[config.mk]
export PLATFORM = sky130hd
export DESIGN_NAME = fnr_unit
export DESIGN_NICKNAME = d
export VERILOG_FILES = /design/src/rtl/fnr_pkg.sv /design/src/rtl/fnr_step.sv /design/src/rtl/fnr_pack.sv /design/src/rtl/fnr_unit.sv
export SDC_FILE = /design/constraint.sdc
export NUM_CORES = 1
export LEC_CHECK = 0
export CORE_MARGIN = 8
export CORE_UTILIZATION = 45
export CTS_CLUSTER_DIAMETER = 80
export DETAILED_ROUTE_END_ITERATION = 12
export GPL_ROUTABILITY_DRIVEN = 1
export MAX_ROUTING_LAYER = met4
export PLACE_DENSITY = 0.65
export SYNTH_ARGS = -nofsm -noshare
export SYNTH_HDL_FRONTEND = slang
export SYNTH_SLANG_ARGS = --single-unit
export TNS_END_PERCENT = 50
[constraint.sdc]
create_clock -name clk_i -period 7.5 [get_ports clk_i]
set_input_delay 1.5 -clock clk_i [delete_from_list [all_inputs] [get_ports clk_i]]
set_output_delay 1.5 -clock clk_i [all_outputs]
set_load 0.005 [all_outputs]
[src/rtl/fnr_pkg.sv]
package fnr_pkg;
  typedef enum logic [1:0] {
    ST_IDLE = 2'd0,
    ST_NORM = 2'd1,
    ST_PACK = 2'd2
  } fnr_state_e;

  localparam logic [1:0] MODE_ROUND = 2'b00;
  localparam logic [1:0] MODE_TRUNC = 2'b01;
endpackage

[src/rtl/fnr_step.sv]
module fnr_step #(
  parameter int WORD_W = 36,
  parameter int EXP_W  = 8,
  parameter int WEXP_W = 10
) (
  input  logic [2*WORD_W-1:0] frac_i,
  input  logic [WEXP_W-1:0]   exp_i,
  input  logic                neg_i,
  output logic [2*WORD_W-1:0] frac_o,
  output logic [WEXP_W-1:0]   exp_o,
  output logic                neg_o,
  output logic                fin_o
);
  localparam int DW  = 2*WORD_W;
  localparam int TGT = DW-2-EXP_W;

  always_comb begin
    frac_o = frac_i;
    exp_o  = exp_i;
    neg_o  = neg_i;
    fin_o  = 1'b0;
    if (frac_i == '0) begin
      fin_o = 1'b1;
    end else if (!neg_i && frac_i[DW-1]) begin
      frac_o = -frac_i;
      neg_o  = 1'b1;
    end else if (frac_i[DW-1:WORD_W] == '0) begin
      // jump the low word up, then back off by two
      frac_o = {frac_i[WORD_W-1:0], {WORD_W{1'b0}}} >> 2;
      exp_o  = exp_i - WEXP_W'(WORD_W-2);
    end else if (|frac_i[DW-1:TGT+1]) begin
      frac_o = frac_i >> 2;
      exp_o  = exp_i + WEXP_W'(2);
    end else if (frac_i[TGT]) begin
      fin_o = 1'b1;
    end else if (frac_i[TGT-1]) begin
      frac_o = frac_i << 1;
      exp_o  = exp_i - WEXP_W'(1);
    end else if (frac_i[TGT-2]) begin
      frac_o = frac_i << 2;
      exp_o  = exp_i - WEXP_W'(2);
    end else if (frac_i[TGT-3]) begin
      frac_o = frac_i << 3;
      exp_o  = exp_i - WEXP_W'(3);
    end else begin
      frac_o = frac_i << 4;
      exp_o  = exp_i - WEXP_W'(4);
    end
  end
endmodule

[src/rtl/fnr_pack.sv]
module fnr_pack
  import fnr_pkg::*;
#(
  parameter int WORD_W = 36,
  parameter int EXP_W  = 8,
  parameter int WEXP_W = 10
) (
  input  logic [2*WORD_W-1:0] frac_i,
  input  logic [WEXP_W-1:0]   exp_i,
  input  logic                neg_i,
  input  logic [1:0]          mode_i,
  output logic [WORD_W-1:0]   hi_o,
  output logic [WORD_W-1:0]   lo_o,
  output logic                zero_o
);
  localparam int FRAC_W = WORD_W-1-EXP_W;
  localparam int TGT    = 2*WORD_W-2-EXP_W;

  logic [FRAC_W-1:0] hf, lf, f;
  logic [WORD_W-1:0] rest, hw, lw;
  logic [FRAC_W:0]   sum;
  logic [EXP_W-1:0]  e8;
  logic [WEXP_W-1:0] le;
  logic              inc;

  always_comb begin
    zero_o = (frac_i == '0);
    hf     = frac_i[TGT:WORD_W];
    rest   = frac_i[WORD_W-1:0];
    lf     = frac_i[WORD_W-1:WORD_W-FRAC_W];
    unique case (mode_i)
      MODE_ROUND: inc = rest[WORD_W-1];
      MODE_TRUNC: inc = neg_i & (|rest);
      default:    inc = 1'b0;
    endcase
    sum = {1'b0, hf} + (FRAC_W+1)'(inc);
    f   = sum[FRAC_W] ? sum[FRAC_W:1] : sum[FRAC_W-1:0];
    e8  = exp_i[EXP_W-1:0] + EXP_W'(sum[FRAC_W]);
    hw  = {1'b0, e8, f};
    if (neg_i) hw = -hw;
    le = exp_i - WEXP_W'(FRAC_W);
    if (le[WEXP_W-1] || lf == '0) lw = '0;
    else                          lw = {1'b0, le[EXP_W-1:0], lf};
    if (neg_i) lw = -lw;
    if (!mode_i[1]) lw = '0;
    if (zero_o) begin
      hw = '0;
      lw = '0;
    end
    hi_o = hw;
    lo_o = lw;
  end
endmodule

[src/rtl/fnr_unit.sv]
module fnr_unit
  import fnr_pkg::*;
#(
  parameter int WORD_W = 36,
  parameter int EXP_W  = 8,
  parameter int WEXP_W = 10
) (
  input  logic                clk_i,
  input  logic                rst_ni,
  input  logic                start_i,
  input  logic [2*WORD_W-1:0] frac_i,
  input  logic [WEXP_W-1:0]   exp_i,
  input  logic [1:0]          mode_i,
  output logic                done_o,
  output logic                zero_o,
  output logic [WORD_W-1:0]   hi_o,
  output logic [WORD_W-1:0]   lo_o
);
  localparam int DW     = 2*WORD_W;
  localparam int FRAC_W = WORD_W-1-EXP_W;
  localparam int TGT    = DW-2-EXP_W;

  fnr_state_e        state_q;
  logic [DW-1:0]     frac_q, st_frac;
  logic [WEXP_W-1:0] exp_q, st_exp;
  logic              neg_q, st_neg, st_fin;
  logic [1:0]        mode_q;
  logic [WORD_W-1:0] pk_hi, pk_lo, hi_q, lo_q, hi_mag;
  logic              pk_zero, zero_q, done_q;

  fnr_step #(.WORD_W(WORD_W), .EXP_W(EXP_W), .WEXP_W(WEXP_W)) step_i (
    .frac_i(frac_q), .exp_i(exp_q), .neg_i(neg_q),
    .frac_o(st_frac), .exp_o(st_exp), .neg_o(st_neg), .fin_o(st_fin)
  );

  fnr_pack #(.WORD_W(WORD_W), .EXP_W(EXP_W), .WEXP_W(WEXP_W)) pack_i (
    .frac_i(frac_q), .exp_i(exp_q), .neg_i(neg_q), .mode_i(mode_q),
    .hi_o(pk_hi), .lo_o(pk_lo), .zero_o(pk_zero)
  );

  always_ff @(posedge clk_i or negedge rst_ni) begin
    if (!rst_ni) begin
      state_q <= ST_IDLE;
      frac_q  <= '0;
      exp_q   <= '0;
      neg_q   <= 1'b0;
      mode_q  <= '0;
      hi_q    <= '0;
      lo_q    <= '0;
      zero_q  <= 1'b0;
      done_q  <= 1'b0;
    end else begin
      done_q <= 1'b0;
      unique case (state_q)
        ST_IDLE: if (start_i) begin
          frac_q  <= frac_i;
          exp_q   <= exp_i;
          mode_q  <= mode_i;
          neg_q   <= 1'b0;
          state_q <= ST_NORM;
        end
        ST_NORM: begin
          frac_q <= st_frac;
          exp_q  <= st_exp;
          neg_q  <= st_neg;
          if (st_fin) state_q <= ST_PACK;
        end
        default: begin
          hi_q    <= pk_hi;
          lo_q    <= pk_lo;
          zero_q  <= pk_zero;
          done_q  <= 1'b1;
          state_q <= ST_IDLE;
        end
      endcase
    end
  end

  assign done_o = done_q;
  assign zero_o = zero_q;
  assign hi_o   = hi_q;
  assign lo_o   = lo_q;
  assign hi_mag = -hi_q;

  assert_norm_reached_R6: assert property (@(posedge clk_i) disable iff (!rst_ni)
    (state_q == ST_PACK) |-> (frac_q[DW-1:TGT+1] == '0 && (frac_q[TGT] || frac_q == '0)));

  assert_done_pulse_R3: assert property (@(posedge clk_i) disable iff (!rst_ni)
    done_o |=> !done_o);

  assert_zero_words_R8: assert property (@(posedge clk_i) disable iff (!rst_ni)
    (done_o && zero_o) |-> (hi_o == '0 && lo_o == '0));

  assert_lo_clear_R12: assert property (@(posedge clk_i) disable iff (!rst_ni)
    (done_o && !mode_q[1]) |-> (lo_o == '0));

  assert_hi_normal_R9: assert property (@(posedge clk_i) disable iff (!rst_ni)
    (done_o && !zero_o) |-> (hi_o[WORD_W-1] ? hi_mag[FRAC_W-1] : hi_o[FRAC_W-1]));
endmodule

# After elaboration in Yosys (flattened, before gate mapping)
# Cells that the tools add are included.
[word_totals]
register_bits = 161
input_bits = 87
elab_cells = 91
[op_classes]
n_mux = 41
n_eq_ne = 9
n_bitwise = 1
add_sub_neg = 12
reduce_logical = 18
[ops]
columns = ["operator", "n"]
rows = [
  ["$mux W72", 9],
  ["$mux W36", 5],
  ["$pmux W72 S2", 1],
  ["$mux W10", 9],
  ["$logic_not A72 Y1", 1],
  ["$neg A35 Y36", 2],
  ["$neg A72 Y72", 1],
  ["$logic_not A36 Y1", 1],
  ["$reduce_or A36 Y1", 1],
  ["$mux W35", 1],
  ["$add A27 B1 Y28", 1],
  ["$logic_not A27 Y1", 1],
  ["$mux W27", 1],
  ["$pmux W10 S2", 1],
  ["$sub A10 B2 Y10 const B", 2],
  ["$add A10 B2 Y10 const B", 1],
  ["$sub A10 B1 Y10 const B", 1],
  ["$sub A10 B3 Y10 const B", 1],
  ["$sub A10 B5 Y10 const B", 1],
  ["$sub A10 B6 Y10 const B", 1],
  ["$mux W1", 9],
  ["$reduce_or A9 Y1", 1],
  ["$add A8 B1 Y8", 1],
  ["$ne A2 B2 Y1 const B", 4],
  ["18 further kinds", 24],
]

# Logic depth before layout (Yosys ltp)
[logic_depth]
ltp_word = 10
ltp_mapped = 24

# Cells and area by module
# From an unflattened synthesis, not the netlist that was laid out.
[hier_totals]
cells_unflattened = 2232
hier_area_um2 = 17150.2
[modules_own_cells]
columns = ["module", "cells_each", "instances", "seq_area_each_um2", "area_each_um2"]
rows = [
  ["fnr_unit", 551, 1, 4028.9, 6831.6],
  ["fnr_step", 1070, 1, 0.0, 6533.8],
  ["fnr_pack", 611, 1, 0.0, 3784.9],
]

# Least setup slack after synthesis
# OpenSTA, ideal clock, no wires.
[synth_timing]
kind = "register to register"
from = "register frac_q[1]"
to = "register hi_q[30] (netlist: hi_o[30])"
arrival_ns = 4.956
path_slack_ns = 2.423
period_less_slack_ns = 5.077
required_ns = 7.379
path_buffers = 2
setup_ns = 0.121
path_stages_with_launch = 24
cell_sequence = "dfrtp_1 clkbuf_1 inv_1 ha_1 nor4b_1 nand2_1 nor4_1 nand2_1 nand3_1 a21oi_1 ha_1 nand4_4 or3_1 or3_1 clkinv_1 buf_1 o21ai_0 ha_1 nand3_1 a221oi_1 nand4_1 o31ai_1 xor2_1 a22o_1"
[synth_between]
elab_chain_len = 8
word_cells_on_any_way = 10
cone_classes = "add/sub (3); mux (4); bitwise (1); reduce/logical (2)"
[synth_rtl]
columns = ["element", "line_no", "source"]
rows = [
  ["start: declaration", "fnr_unit.sv:24", "logic [DW-1:0] frac_q, st_frac;"],
  ["start signal: assignment", "fnr_unit.sv:56", "frac_q <= frac_i;"],
  ["start signal: assignment", "fnr_unit.sv:63", "frac_q <= st_frac;"],
  ["$reduce_or A36 Y1", "fnr_pack.sv:33", "MODE_TRUNC: inc = neg_i & (|rest);"],
  ["$and A1 B1 Y1", "fnr_pack.sv:33", ""],
  ["$pmux W1 S2", "fnr_pack.sv:31", "unique case (mode_i)"],
  ["$add A27 B1 Y28", "fnr_pack.sv:36", "sum = {1'b0, hf} + (FRAC_W+1)'(inc);"],
  ["$add A8 B1 Y8 or $mux W27 (tied branches)", "fnr_pack.sv:38, fnr_pack.sv:37", ""],
  ["$neg A35 Y36", "fnr_pack.sv:40", "if (neg_i) hw = -hw;"],
  ["$mux W36", "fnr_pack.sv:40", ""],
  ["$mux W36 (*)", "fnr_pack.sv:46", "if (zero_o) begin"],
  ["end signal: assignment", "fnr_unit.sv:69", "hi_q <= pk_hi;"],
  ["end: declaration", "fnr_unit.sv:28", "logic [WORD_W-1:0] pk_hi, pk_lo, hi_q, lo_q, hi_mag;"],
]
# Mark *: on every way between the ends. The rest lies on a longest branch, timed or not.
# A chain may end at the register's enable or synchronous reset.

# Final worst setup path
[layout_timing]
from = "register frac_q[0]"
to = "register hi_q[34] (netlist: hi_o[34])"
# Same word-level chain as after synthesis.

==> flow_summary.ini <==
[run_status]
status = completed

[final_layout]
regArea_um2 = 4041
drive_above_1_share = 0.05604
syn2layout_area_growth_pct = 15.98
final_cell_mix = o21ai_0, nand2_1, nor2_1
layout_commonest_cell = o21ai_0
multi_input_area_um2 = 9918
n_fill_cell = 3222
final_nets = 2144

[yosys]
synth_ff_type = dfrtp_1
synth-edff-count = 0
synth_top_cell_by_area = dfrtp_1
synth-seq-area-share = 0.2706
avgSynthCellArea_um2 = 7.309
yosysWarnings = 0
syn-num-nets = 2141
synthTopCellsByArea = dfrtp_1, o21ai_0, nand2_1
synth_area_um2 = 14890
synth.top_cell.area_share = 0.2706
ys_ff_latch = 161
synth_cell_type_count = 73
async_flop_share = 1.000
syn-instance-count = 2037

[floorplanning]
rows = 66
die_area_um2 = 39160
ios = 161
chipWidth_um = 197.9
initial_core_util = 0.4576
core_um2 = 32540
fp.dieH_um = 197.9

[route]
avgRoutedWirePerCell_um = 24.31
ant_nets = 0
vias_per_cell = 6.574
remaining_drc_errors = 0
dr.pass1.iters = 6
drt_iter0_markers = 1870
vias = 16401
wirelength_um = 60650

[pwr]
pwr-share-seq = 0.258
comb_power_share = 0.618
p_clk_frac = 0.124
peakVddDrop_uv = 206.3
p_leak_nw = 6.376
p_switching_w = 0.004408
p_int_w = 0.003972
p_per_area_nw_per_um2 = 485.3
p_sw_frac = 0.5260

[sta]
final.period_utilization = 0.8600
setup_tns_ns = 0
setup_viol = 0
drv_slew = 0
period_needed_ns = 6.450
skew_ns = 0.01567
final_hold_viol_count = 0
tightest_slew_ns = 1.189
fmax_mhz = 155.0
rsz0062_at_grt = false
layout_setup_ws_ns = 1.050
slew_headroom = 0.2053

[critical_path]
critPathRequiredTime_ns = 7.85
rrSetupSlack_ns = 1.05
crit_fanout = 11
critPathCaptureType = flop
cp.arrival_ns = 6.80
cp-start-kind = flop
path_class = flop to flop

[clock_network]
cts_resized = 0
ctsLongestPathBuffers = 2
clk_pin_slew_worst_paths_ns = 0.07
ctsRootBufferMaster = clkbuf_16
clkLatencyLatePin_ns = 0.46
cts_sinks = 161
cts_tree = yes
cts_hold_buf = 0
cts_buffers = 17
htree_levels = 4
post-cts-setup-buffers = 0

[global_routing]
grt-ovfl-total = 0
grt_pass1_vias = 15136
antenna_found_initial = 1
grt_pass1_wl_um = 92650
grt_use_total = 0.3121
grt_max_degree = 116

[placement]
dpl_worst_slack_ns = 1.148
dp_hpwl_um = 42120
gp_congestion = 1.021
port_buffers = 160

[min_path]
min_path_type = flop to flop

[run]
cap_violations = 0
[path summary, 6_finish.rpt]
path	endpoint	start	cells past startpoint
worst max-delay path	hi_o[34]	frac_q[0]	22
worst min-delay path	hi_o[17]	hi_o[17]	1
worst max register to register	hi_o[34]	frac_q[0]	22
worst min register to register	hi_o[17]	hi_o[17]	1
max in group asynchronous	frac_q[60]	rst_ni	2
min in group asynchronous	lo_o[27]	rst_ni	1
[flip-flops by register name, indices dropped and copies added (netlist names)]
signal	flops
neg_q	1
lo_o	36
done_o	1
mode_q	2
exp_q	10
zero_o	1
frac_q	72
hi_o	36
state_q	2
[critical path: stages, from the launching register on]
cell	delay [ns]
dfrtp_1	0.45
inv_1	0.15
ha_1	0.21
nor4b_1	0.50
nand2_1	0.38
nor4_1	0.46
buf_4	0.21
nand2_1	0.11
nand3_1	0.13
a21oi_1	0.09
ha_1	0.26
nand4_4	0.16
or3_1	0.15
or3_1	0.34
clkinv_1	0.31
o21ai_0	0.31
ha_1	0.22
nand3_1	0.17
a221oi_1	0.61
nand4_1	0.45
o31ai_1	0.37
xnor2_1	0.10
a22o_1	0.19
[metrics by stage]
stage	cells	utilization	power, W	hold slack [ns]	area, um2
after global placement	2463	0.5100	0.007150	0.4669	16590
after detailed placement	2463	0.5100	0.007211	0.4734	16590
after global routing	2495	0.5307	0.008944	0.5036	17270
final	2495	0.5307	0.008380	0.4884	17270
after CTS	2494	0.5306	0.008274	0.4894	17270
after floorplan	2037	-	0.005461	0.4752	14890
[logic make-up after synthesis]
family,share of synthesized area
buffers and inverters,0.06580
flip-flops,0.2706
adder cells (fa/ha/maj),0.01429
AND/OR/NAND/NOR,0.2319
XOR/XNOR,0.07530
AO/OA/AOI/OAI,0.2994
multiplexers,0.04269
[layout make-up]
type                    instances  area share
well taps                     442     0.03203
clock inverters                12     0.01326
clock buffers                  19     0.02565
inverters                      34    0.007391
multi-input cells            1621      0.5744
flip-flops and latches        161      0.2340
repair buffers                205      0.1131
diodes                          1   0.0001449
[power by group through the flow]
stage | Combinational [W] | Clock, W | Sequential [W]
2_1_floorplan | 0.00392 | 0 | 0.00154
3_3_place_gp | 0.00504 | 0 | 0.00211
3_5_place_dp | 0.00507 | 0 | 0.00214
4_1_cts | 0.00509 | 0.00106 | 0.00213
5_1_grt | 0.00563 | 0.00108 | 0.00223
6_report | 0.00518 | 0.00104 | 0.00216
[routing by layer]
layer,vias to the layer above,routed length (um),share of wire,track usage
met2,902,27100,0.45,0.4649
met4,0,3541,0.058,0.1748
met5,-,0,0,-
met3,187,5292,0.087,0.05993
li1,7487,-,-,-
met1,7825,24720,0.41,0.3939
[synthesized netlist by cell type (32+ instances only)]
library cell	count
nor3_1	61
xnor2_1	70
inv_1	32
o21ai_0	231
clkbuf_1	171
o2bb2ai_1	42
nor2_1	189
mux2i_1	59
nand3_1	60
a22oi_1	40
a21oi_1	157
buf_1	39
xor2_1	58
nand2_1	228
dfrtp_1	161
Power figures use the tool's default switching activity.
